`src/rtl/crbus_target.sv`:
```
module crbus_target #(
  parameter int AW      = 16,
  parameter int DW      = 16,
  parameter int NREG    = 4,
  parameter int ACK_LAT = 3,
  parameter logic [NREG*AW-1:0] REG_ADDR = {16'h102d, 16'h1006, 16'h1002, 16'h0030},
  parameter logic [NREG*DW-1:0] REG_INIT = {16'h0080, 16'h0123, 16'h4a3f, 16'h0085}
) (
  input  logic          clk,
  input  logic          rst_n,
  input  logic          cap_addr_i,
  input  logic          cap_data_i,
  input  logic          rd_i,
  input  logic          wr_i,
  input  logic [DW-1:0] din_i,
  output logic [DW-1:0] dout_o,
  output logic          ack_o
);
  localparam int CW = (ACK_LAT < 2) ? 1 : $clog2(ACK_LAT + 1);
  localparam logic [CW-1:0] LAST = CW'(ACK_LAT - 1);

  typedef enum logic [1:0] {S_IDLE, S_WAIT, S_ACK} st_t;

  st_t           st;
  logic [CW-1:0] cnt;
  logic [3:0]    stb, op_q, op_now;
  logic [AW-1:0] addr_q;
  logic [DW-1:0] data_q, rd_val;
  logic [NREG-1:0] hit;
  logic [DW-1:0] regs [NREG];
  logic          fire;

  assign stb    = {wr_i, rd_i, cap_data_i, cap_addr_i};
  assign op_now = (st == S_IDLE) ? stb : op_q;
  assign fire   = (st == S_IDLE && $onehot(stb) && ACK_LAT <= 1) ||
                  (st == S_WAIT && stb == op_q && cnt == LAST);
  assign ack_o  = (st == S_ACK);

  always_ff @(posedge clk or negedge rst_n) begin
    if (!rst_n) begin
      st   <= S_IDLE;
      cnt  <= '0;
      op_q <= '0;
    end else begin
      case (st)
        S_IDLE: if ($onehot(stb)) begin
          op_q <= stb;
          cnt  <= CW'(1);
          st   <= (ACK_LAT <= 1) ? S_ACK : S_WAIT;
        end
        S_WAIT: begin
          if (stb != op_q)      st  <= S_IDLE;
          else if (cnt == LAST) st  <= S_ACK;
          else                  cnt <= cnt + CW'(1);
        end
        S_ACK:   if (stb == 4'b0000) st <= S_IDLE;
        default: st <= S_IDLE;
      endcase
    end
  end

  genvar g;
  for (g = 0; g < NREG; g++) begin : g_reg
    assign hit[g] = (addr_q == REG_ADDR[g*AW +: AW]);
    always_ff @(posedge clk or negedge rst_n) begin
      if (!rst_n)                      regs[g] <= REG_INIT[g*DW +: DW];
      else if (fire && op_now[3] && hit[g]) regs[g] <= data_q;
    end
  end

  always_comb begin
    rd_val = '0;
    for (int i = 0; i < NREG; i++)
      if (hit[i]) rd_val = rd_val | regs[i];
  end

  always_ff @(posedge clk or negedge rst_n) begin
    if (!rst_n) begin
      addr_q <= '0;
      data_q <= '0;
      dout_o <= '0;
    end else if (fire) begin
      if (op_now[0]) addr_q <= din_i;
      if (op_now[1]) data_q <= din_i;
      if (op_now[2]) dout_o <= rd_val;
    end
  end
endmodule


```
`config.mk`:
```
export PLATFORM = sky130hd
export DESIGN_NAME = crbus_target
export DESIGN_NICKNAME = d
export VERILOG_FILES = /design/src/rtl/crbus_target.sv
export SDC_FILE = /design/constraint.sdc
export NUM_CORES = 1
export LEC_CHECK = 0
export BUFFER_PORTS_ARGS = -buffer_cell sky130_fd_sc_hd__buf_2
export CORE_MARGIN = 4
export CORE_UTILIZATION = 54
export DETAILED_ROUTE_END_ITERATION = 6
export PLACE_DENSITY = 0.75
export SYNTH_ARGS = -nofsm -noshare
export SYNTH_HDL_FRONTEND = slang
export SYNTH_SLANG_ARGS = --single-unit
```
`constraint.sdc`:
```
create_clock -name clk -period 2.5 [get_ports clk]
set_clock_uncertainty 0.15 [all_clocks]
set_input_delay 0.375 -clock clk [delete_from_list [all_inputs] [get_ports clk]]
set_output_delay 0.375 -clock clk [all_outputs]
set_load 0.05 [all_outputs]
```
==> results.txt, run 1 <==
Status: completed
Number of global-route vias before repair: 4034
Inst Count DP: 590
Slew Limit Headroom: 52.4%
Finished Cell Area: 6880 sq um
Area Growth Syn to Fin: 22.9%
Compound-gate portion of the synthesized area: 8.23%
Pre-antenna DRT Iters: 4
Setup repair bufs after CTS: 0
CORE AREA: 9950 sq um
Reg2reg path depth: 6
Worst path cell trace: dlygate4sd3_1 -> buf_2 -> xnor2_1 -> nand4_4 -> nor4b_4 -> buf_12 -> mux2_2
DRC: 0
Mux cell area share after synthesis: 24.3%
Fill cells: 685
Slew Limit Fails: 0
CP Max Fanout: 14
Cell Rows: 36
Post-synthesis xor/xnor area fraction: 0.760%
Launch point of the worst reg-to-reg path: addr_q[7]
Ratio of cells with drive above 1 in the final layout: 44.2%
Hold path cells: 3
YS warnings: 0
Via Count: 3805
Detailed Place HPWL: 8420 um
Largest net degree at the start of global routing: 54
Synthesized instance count: 415
FF-to-FF End: regs[34]
H-tree depth: 4
Max-cap viol count: 0
Main combinational cell family by area after synthesis: multiplexers
Full die area: 12100 sq um
Initial antenna violation count: 0
GPL Wtd Cong: 0.843
RSZ-0062 raised after global routing: no
Share of synthesized cell area in and, or, nand and nor gates: 8.32%
Avg Vias per Cell: 5.95
Die height: 110 um
Slowest stage delay, CP: 530 ps
WP data arrival: 2640 ps
Routed wire length: 13100 um
Achievable Freq: 427 MHz
Antenna cell count: 0
Mapped Avg Cell Area: 13.5 sq um
Min-delay src: wr_i
Clock slew at reported path FFs: 60 ps
First-pass GRT wire length: 21700 um
Critical path type: in2reg
# setup viols final: 0
Overflow after GRT: 0
Worst hold path class: in2reg
Worst-Margin Slew: 715 ps
Register area share after synthesis: 54.0%
Slack of the worst reg-to-reg path: 200 ps
Routed wire per std cell: 20.5 um
Setup TNS: 0 ps
Adder-Cell Fraction of Synth Area: 1.25%
Synth cell types: 45
IO Pins: 39
Pre-CTS setup slack: -30.9 ps
Worst Setup End Kind: flop
Starting DRC count in detailed routing: 231
Number of clock sinks: 120
PwrDens: 681 nW/um^2
Setup ws final: 159 ps
Clk Latency, worst-skew pair: 530 ps
Final Hold Fails: 0
Critical Path RT: 2800 ps
Clock Tree Root: clkbuf_8
CP startpoint kind: input port
Period minus WS final: 2340 ps
VDD IR max: 0.686 mV
Worst Hold Path EP: op_q[3]
Pleak: 3.19 nW
CTS Buf Count: 17
Layout Cells excl Fill: 640
IO Port Bufs: 38
Final antenna-violating net count: 0
FF+latch count, synth: 120
Die width: 110 um
CTS tree: built
CTS Buffer Depth: 2
Global Route Usage Sum: 24.4%
CP max stage cell: dlygate4sd3_1
Placement Cell Area: 6110 sq um
Final cycle utilization of the critical path: 93.7%
Initial Util: 56.2%
Post-synth net total: 442
Synthesized area: 5600 sq um
Final-stage net count: 521
power by group:
group	switching [mW]	leakage [nW]	total, mW	internal, mW
sequential	0.0517	1.60	2.04	1.99
clock	0.870	0.262	2.34	1.47
combinational	0.178	1.33	0.306	0.127
kinds of logic after synthesis:
| logic type | Yosys count |
|---|---|
| simple gates | 70 |
| xor+xnor | 4 |
| compound gates | 66 |
| mux | 116 |
| buf+inv | 34 |
| fa+ha+maj | 5 |
| flops | 120 |
worst max-delay path: cells and delay by family:
kind | cells | cell delay [ps]
multiplexers | 1 | 360
XOR/XNOR | 1 | 310
buffers and inverters | 3 | 910
AND/OR/NAND/NOR | 2 | 670
synth_stat cells, drive strengths merged:
master	n	area share, %
dfstp	17	8.0
and3	1	0.11
nor2b	4	0.45
dfrtp	103	46
nor2	9	0.69
o32ai	14	2.2
nor3	2	0.18
clkbuf	16	1.1
a32o	1	0.18
and2b	1	0.13
and3b	1	0.16
nor4	3	1.1
buf	11	1.6
nand4	5	0.94
and4	4	0.63
nand3	5	0.45
o21ai	3	0.27
a32oi	14	2.2
nor4b	2	0.85
o32a	2	0.36
mux2	98	21
ha	4	0.89
xnor2	4	0.76
fa	1	0.36
nor3b	1	0.13
o211a	1	0.18
o22ai	2	0.22
or4b	1	0.18
a21oi	28	2.5
o21a	1	0.13
mux2i	18	3.2
inv	7	0.47
and2	1	0.11
nand2b	2	0.22
nand3b	1	0.13
nand2	27	1.8
registers in the layout, summed over array words and instances, names as in the netlist:
register and count:
op_q 4, dout_o 16, cnt 2, regs 64
addr_q 16, st 2, data_q 16
metal layers:
metal | wire [um] | global-route usage (%) | vias up
li1 | - | - | 1696
met1 | 5880 | 32.7 | 1965
met2 | 6300 | 38.1 | 125
met3 | 688 | 5.34 | 19
met4 | 274 | 11.0 | 0
met5 | 0 | 0 | -
final cells by class:
| cell class | instances | area, sq um | share of cell area (%) |
|---|---|---|---|
| inverter | 7 | 26.3 | 0.382 |
| sequential | 120 | 3020 | 44.0 |
| timing repair buffer | 87 | 681 | 9.90 |
| clock buffer | 21 | 449 | 6.53 |
| tap | 133 | 166 | 2.42 |
| multi-input combinational | 261 | 2410 | 35.0 |
| clock inverter | 11 | 124 | 1.80 |
repair_timing:
action,in CTS,in global routing
endpoints found under the hold margin,81,0
gates resized for setup,0,1
hold buffers,18,0
setup endpoints to repair,0,28
layout by cell type, fill, tap and decap left out, types with 14 or more instances in the layout:
| cell type | count |
|---|---|
| a21oi_1 | 28 |
| a32oi_1 | 14 |
| buf_2 | 37 |
| buf_4 | 26 |
| clkbuf_16 | 16 |
| dfrtp_1 | 103 |
| dfstp_2 | 17 |
| dlygate4sd3_1 | 18 |
| mux2_2 | 78 |
| mux2_4 | 20 |
| mux2i_1 | 18 |
| nand2_1 | 27 |
| o32ai_1 | 14 |
stage by stage:
stage / utilization [%] / hold slack [ps] / total power [mW]
floorplan: - / -70.6 / 2.21
global placement: 61.4 / 309 / 2.33
detailed placement: 61.4 / 319 / 2.35
CTS: 69.0 / 50.5 / 4.70
global route: 69.1 / 93.0 / 4.86
finish: 69.1 / 65.6 / 4.68
worst max-delay path by stage:
stage                    start       end  cells past startpoint
floorplan            addr_q[3]  regs[38]                      6
global placement    cap_addr_i   op_q[3]                     10
detailed placement  cap_addr_i   op_q[1]                     10
CTS                       rd_i  regs[40]                      7
global route              rd_i   regs[5]                      7
finish                    rd_i  regs[34]                      7
(Power assumes the default switching activity.)
==> inputs of run 2 (changes only) <==
--- a/config.mk
+++ b/config.mk
@@ -8,6 +8,7 @@
 export BUFFER_PORTS_ARGS = -buffer_cell sky130_fd_sc_hd__buf_2
 export CORE_MARGIN = 4
 export CORE_UTILIZATION = 54
+export CTS_BUF_LIST = sky130_fd_sc_hd__clkbuf_16
 export DETAILED_ROUTE_END_ITERATION = 6
 export PLACE_DENSITY = 0.75
 export SYNTH_ARGS = -nofsm -noshare
==> run 2 against run 1 <==
- cell count is 2.7% lower
- non-clock buffer count is 17 lower
- via count is 2.1% lower
- hold slack worse by 13 ps
- power is 1.2% lower
- critical path type is now reg2reg
- final area is 2.7% lower
- sequential power hardly changed
- global-route usage is 0.19 points lower
- setup slack better by 4.3 ps
- combinational power is 9.5% lower
- count of clock-buffer cells in the layout is 4 lower
==> results.txt, run 2 (synthesis results as in run 1) <==
Status: completed
Inst Count DP: 590 (unchanged)
Slew Limit Headroom: 53.0% (+0.64 points)
Die height: 110 um (unchanged)
Area of the multi-input gates: 2400 sq um (-0.36%)
Initial antenna violation count: 0 (unchanged)
Slowest stage delay, CP: 450 ps (-80 ps)
PwrDens: 692 nW/um^2 (+1.6%)
Ratio of cells with drive above 1 in the final layout: 45.3% (+1.1 points)
Routed wire per std cell: 20.8 um (+1.5%)
Period minus WS final: 2340 ps (-4.26 ps)
IO Pins: 39 (unchanged)
Slack of the worst reg-to-reg path: 160 ps (-40 ps)
Critical Path RT: 2680 ps (-120 ps)
Full die area: 12100 sq um (unchanged)
Worst-Margin Slew: 705 ps (-9.67 ps)
DRC: 0 (unchanged)
Post-CTS sizing: 0 (unchanged)
H-tree depth: 4 (unchanged)
Pre-antenna DRT Iters: 4 (unchanged)
Final Hold Fails: 0 (unchanged)
Max-cap viol count: 0 (unchanged)
Worst path cell trace: inv_1 -> ha_1 -> nand4_2 -> nor4b_4 -> buf_12 -> mux2_2
First-pass GRT wire length: 21400 um (-1.4%)
Largest net degree at the start of global routing: 54 (unchanged)
IO Port Bufs: 38 (unchanged)
Slew Limit Fails: 0 (unchanged)
CORE AREA: 9950 sq um (unchanged)
Via Count: 3726 (-2.1%)
Number of clock sinks: 120 (unchanged)
CP max stage cell: nor4b_4
Most frequent cells in the layout: dfrtp_1, mux2_2, buf_2
Pleak: 3.12 nW (-2.3%)
Most common cell after layout, fill and taps aside: dfrtp_1
Detailed Place HPWL: 8420 um (unchanged)
Clk Latency, worst-skew pair: 420 ps (-110 ps)
Reg area: 3020 sq um (unchanged)
Biggest register: regs
CTS Buffer Depth: 2 (unchanged)
Initial Util: 56.2% (unchanged)
# setup viols final: 0 (unchanged)
Final cycle utilization of the critical path: 93.5% (-0.17 points)
CTS Buf Count: 17 (unchanged)
Clock slew at reported path FFs: 60 ps (about the same)
Final hold slack: 52.9 ps (-12.7 ps)
Fill cells: 712 (+3.9%)
Area Growth Syn to Fin: 19.5%
WP data arrival: 2520 ps (-120 ps)
Starting DRC count in detailed routing: 199 (-14%)
Die width: 110 um (unchanged)
Critical path type: reg2reg
Final-stage net count: 504 (-3.3%)
Layout Cells excl Fill: 623 (-2.7%)
Worst hold path class: in2reg
Max reg flops: 64 (unchanged)
GPL Wtd Cong: 0.843 (unchanged)
CP Max Fanout: 14 (unchanged)
Antenna cell count: 0 (unchanged)
Final antenna-violating net count: 0 (unchanged)
Pre-CTS setup slack: -30.9 ps (unchanged)
Worst Setup End Kind: flop
RSZ-0062 raised after global routing: no
Clock Tree Root: clkbuf_16
Cell Rows: 36 (unchanged)
Achievable Freq: 428 MHz (+0.18%)
Number of global-route vias before repair: 3922 (-2.8%)
Avg Vias per Cell: 5.98 (+0.60%)
Routed wire length: 13000 um (-1.2%)
Global Route Usage Sum: 24.2% (-0.19 points)
VDD IR max: 0.698 mV (+1.8%)
Hold_buf cts: 1 (-17)
Setup ws final: 163 ps (+4.26 ps)
CP startpoint kind: flop
Setup repair bufs after CTS: 0 (unchanged)
Overflow after GRT: 0 (unchanged)
CTS tree: built
## run 2: cell types whose count changed in the layout (fill, tap and decap cells not counted), sizes merged
cell | previous run | this run
clkbuf | 21 | 17
clkinv | 3 | 5
dlygate4sd3 | 18 | 1
inv | 7 | 9
## run 2: metal layers
layer,share of wire [%],up-vias,GRT usage (%)
met4,2.2,0,11.0
met2,48,107,37.6
met3,5.4,19,6.17
met1,44,1931,32.1
met5,0,-,0
li1,-,1669,-
## run 2: power by group
| group | switching, mW | internal (mW) | leakage, nW |
|---|---|---|---|
| sequential | 0.0509 | 1.99 | 1.60 |
| clock | 0.864 | 1.44 | 0.264 |
| combinational | 0.167 | 0.110 | 1.25 |
## run 2: area by class of cell
type                    instances  share of cell area, %
clock buffers                  17                   6.36
clock inverters                15                   2.08
inverters                       7                  0.393
multi-input cells             261                   35.8
flip-flops and latches        120                   45.2
well taps                     133                   2.49
repair buffers                 70                   7.63
## run 2: path summary, 6_finish.rpt
kind                       cells past startpoint     start   endpoint
max reg2reg                                    6    cnt[0]   regs[34]
min                                            2  din_i[1]  data_q[1]
min reg2reg                                    1    cnt[0]     cnt[0]
max in group asynchronous                      3     rst_n   regs[41]
max                                            6    cnt[0]   regs[34]
min in group asynchronous                      2     rst_n  addr_q[5]
## run 2: worst max-delay path, delay by kind of cell (launching register included)
family                     cells  cell delay (ps)
and+or+nand+nor                2              770
DFF                            1              390
muxes                          1              360
buffers and inverters          2              290
adders and majority gates      1              280
## run 2: stage by stage
stage / utilization [%] / TNS (ps) / instance area [sq um] / power (mW)
floorplan: - / 0 / 5600 / 2.21
global placement: 61.4 / 0 / 6110 / 2.33
finish: 67.2 / 0 / 6690 / 4.63
global route: 67.2 / 0 / 6690 / 4.81
detailed placement: 61.4 / -50.1 / 6110 / 2.35
CTS: 67.2 / 0 / 6690 / 4.65
==> inputs of run 3 (changes only) <==
--- a/config.mk
+++ b/config.mk
@@ -5,11 +5,11 @@
 export SDC_FILE = /design/constraint.sdc
 export NUM_CORES = 1
 export LEC_CHECK = 0
-export BUFFER_PORTS_ARGS = -buffer_cell sky130_fd_sc_hd__buf_2
 export CORE_MARGIN = 4
-export CORE_UTILIZATION = 54
+export CORE_UTILIZATION = 57
 export CTS_BUF_LIST = sky130_fd_sc_hd__clkbuf_16
 export DETAILED_ROUTE_END_ITERATION = 6
+export DONT_BUFFER_PORTS = 1
 export PLACE_DENSITY = 0.75
 export SYNTH_ARGS = -nofsm -noshare
 export SYNTH_HDL_FRONTEND = slang
==> run 3 against run 2 <==
- sequential cell count is the same
- setup slack improved by 35 ps
- die area down 4.9%
- sequential share of layout area grew 0.98 points
- maximum frequency is 1.5% higher
- core utilization up 2.3 points
- power is 2.3% lower
- non-clock buffer count down 27
- register-to-register slack improved by 30 ps
- the flow now finishes with violations (negative hold slack)
- critical path depth unchanged
==> results.txt, run 3 (synthesis results as in run 1) <==
Die height: 107 um (-2.5%)
Net Sw Power: 1.14 mW (+5.2%)
Pre-CTS setup slack: 125 ps (+156 ps)
FF-to-FF End: regs[0]
Worst Setup End Kind: flop
IO Pins: 39 (unchanged)
Most frequent cells in the layout: dfrtp_1, mux2_2, a21oi_1
Setup ws final: 198 ps (+34.8 ps)
First-pass GRT wire length: 20100 um (-5.9%)
Max reg flops: 64 (unchanged)
Overflow after GRT: 0 (unchanged)
Number of global-route vias before repair: 3798 (-3.2%)
Status: finished, violations left
Critical Path RT: 2650 ps (-30 ps)
Sequential power share: 45.2% (+1.1 points)
CP Max Fanout: 10 (-4)
Routed wire length: 12300 um (-5.1%)
Slack of the worst reg-to-reg path: 200 ps (+30 ps)
# setup viols final: 0 (unchanged)
Hold_buf cts: 17 (+16)
Launch point of the worst reg-to-reg path: cnt[0]
Slew Limit Headroom: 47.2% (-5.8 points)
Final hold slack: -508 ps (-561 ps)
Biggest register: regs
Sw Ratio: 25.2% (+1.8 points)
Clock slew at reported path FFs: 60 ps (about the same)
CP startpoint kind: flop
Logic pwr share: 5.2% (-0.8 points)
Initial antenna violation count: 0 (unchanged)
GPL Wtd Cong: 0.802 (-4.9%)
Clk Latency, worst-skew pair: 420 ps (about the same)
Number of clock sinks: 120 (unchanged)
Failing checks: negative hold slack
WP data arrival: 2450 ps (-70 ps)
Layout Cells excl Fill: 592 (-5.0%)
Ratio of cells with drive above 1 in the final layout: 39.5% (-5.8 points)
Global Route Usage Sum: 23.2% (-1.0 points)
Pre-antenna DRT Iters: 5 (+1)
CTS Buf Count: 17 (unchanged)
Post-CTS sizing: 0 (unchanged)
VDD IR max: 0.420 mV (-40%)
Reg2reg path depth: 6 (unchanged)
Clock Tree Root: clkbuf_16
Fill cells: 659 (-7.4%)
Clock power frac: 49.6% (-0.3 points)
CTS Buffer Depth: 2 (unchanged)
Largest net degree at the start of global routing: 121 (+120%)
Worst hold path class: in2async
Slew Limit Fails: 0 (unchanged)
Full die area: 11500 sq um (-4.9%)
DRC: 0 (unchanged)
H-tree depth: 4 (unchanged)
Critical Path End: regs[0]
Final antenna-violating net count: 0 (unchanged)
PwrDens: 690 nW/um^2 (-0.24%)
Final Hold Fails: 120 (+120)
Int Power: 3.38 mW (-4.6%)
Critical path type: reg2reg
Avg Vias per Cell: 5.96 (-0.36%)
Area Growth Syn to Fin: 17.0%
Via Count: 3528 (-5.3%)
IO Port Bufs: 0 (-100%)
CTS tree: built
Setup TNS: 0 ps (unchanged)
Most common cell after layout, fill and taps aside: dfrtp_1
Worst setup startpoint: cnt[0]
Detailed Place HPWL: 8120 um (-3.7%)
Final cycle utilization of the critical path: 92.1% (-1.4 points)
Max-cap viol count: 0 (unchanged)
Final-stage net count: 477 (-5.4%)
Initial Util: 59.4% (+3.2 points)
Starting DRC count in detailed routing: 204 (+2.5%)
Achievable Freq: 434 MHz (+1.5%)
Die width: 107 um (-2.5%)
Pleak: 2.96 nW (-5.0%)
Cell Rows: 35 (-2.8%)
CORE AREA: 9420 sq um (-5.4%)
Period minus WS final: 2300 ps (-34.8 ps)
Worst-Margin Slew: 792 ps (+87.1 ps)
Antenna cell count: 0 (unchanged)
Routed wire per std cell: 20.8 um (-0.11%)
RSZ-0062 raised after global routing: no
Inst Count DP: 542 (-8.1%)
run 3: cell types whose count changed in the layout (fill, tap and decap cells not counted):
cell,before,now
clkinvlp_4,6,4
dlygate4sd3_1,1,17
buf_4,26,24
clkinv_1,2,0
buf_2,37,0
bufinv_16,2,0
clkinv_4,1,5
inv_6,0,5
clkinv_2,2,1
inv_1,9,7
buf_12,6,2
run 3: how the worst min path moves through the flow:
stage	from	end	cells past startpoint
2_1_floorplan	rst_n	addr_q[0]	0
3_3_place_gp	rst_n	op_q[1]	0
3_5_place_dp	rst_n	op_q[1]	0
4_1_cts	rst_n	op_q[1]	0
5_1_grt	rst_n	op_q[0]	0
6_report	rst_n	op_q[0]	0
run 3: area by class of cell:
type	instances	area [sq um]	area share [%]
clock inverter	15	123	1.87
clock buffer	17	425	6.50
timing repair buffer	43	390	5.96
tap	129	161	2.47
multi-input combinational	261	2400	36.6
sequential	120	3020	46.2
inverter	7	26.3	0.401
run 3: power groups by stage:
stage          registers [mW]  clock network [mW]  logic, mW
2_1_floorplan            2.06                   0      0.149
5_1_grt                  2.05                2.37      0.259
3_5_place_dp             2.07                   0      0.204
3_3_place_gp             2.07                   0      0.196
4_1_cts                  2.04                2.27      0.231
6_report                 2.04                2.24      0.233
run 3: repair_timing:
item / 4_1_cts / 5_1_grt
setup endpoints to repair: 0 / 5
endpoints found under the hold margin: 153 / 120
buffers inserted: 0 / 1
run 3: critical path, cell delays in order, from the launching register on:
cell and delay, ps:
dfrtp_1 390, inv_1 60, ha_1 280, nand4_2 320
nor4_4 370, buf_4 250, mux2_2 360
run 3: per-stage QoR:
stage	cell area (sq um)	hold WS, ps	total power [mW]	util, %
2_1_floorplan	5600	-70.6	2.21	-
3_3_place_gp	5820	-67.0	2.27	61.8
3_5_place_dp	5820	-66.7	2.28	61.8
4_1_cts	6540	-509	4.54	69.5
5_1_grt	6550	-519	4.68	69.5
6_report	6550	-508	4.52	69.5
run 3: metal layers:
layer	track usage, %	share of wire [%]
met5	0	0
met4	10.2	2.1
met3	6.02	6.0
met2	36.6	48
met1	30.2	44
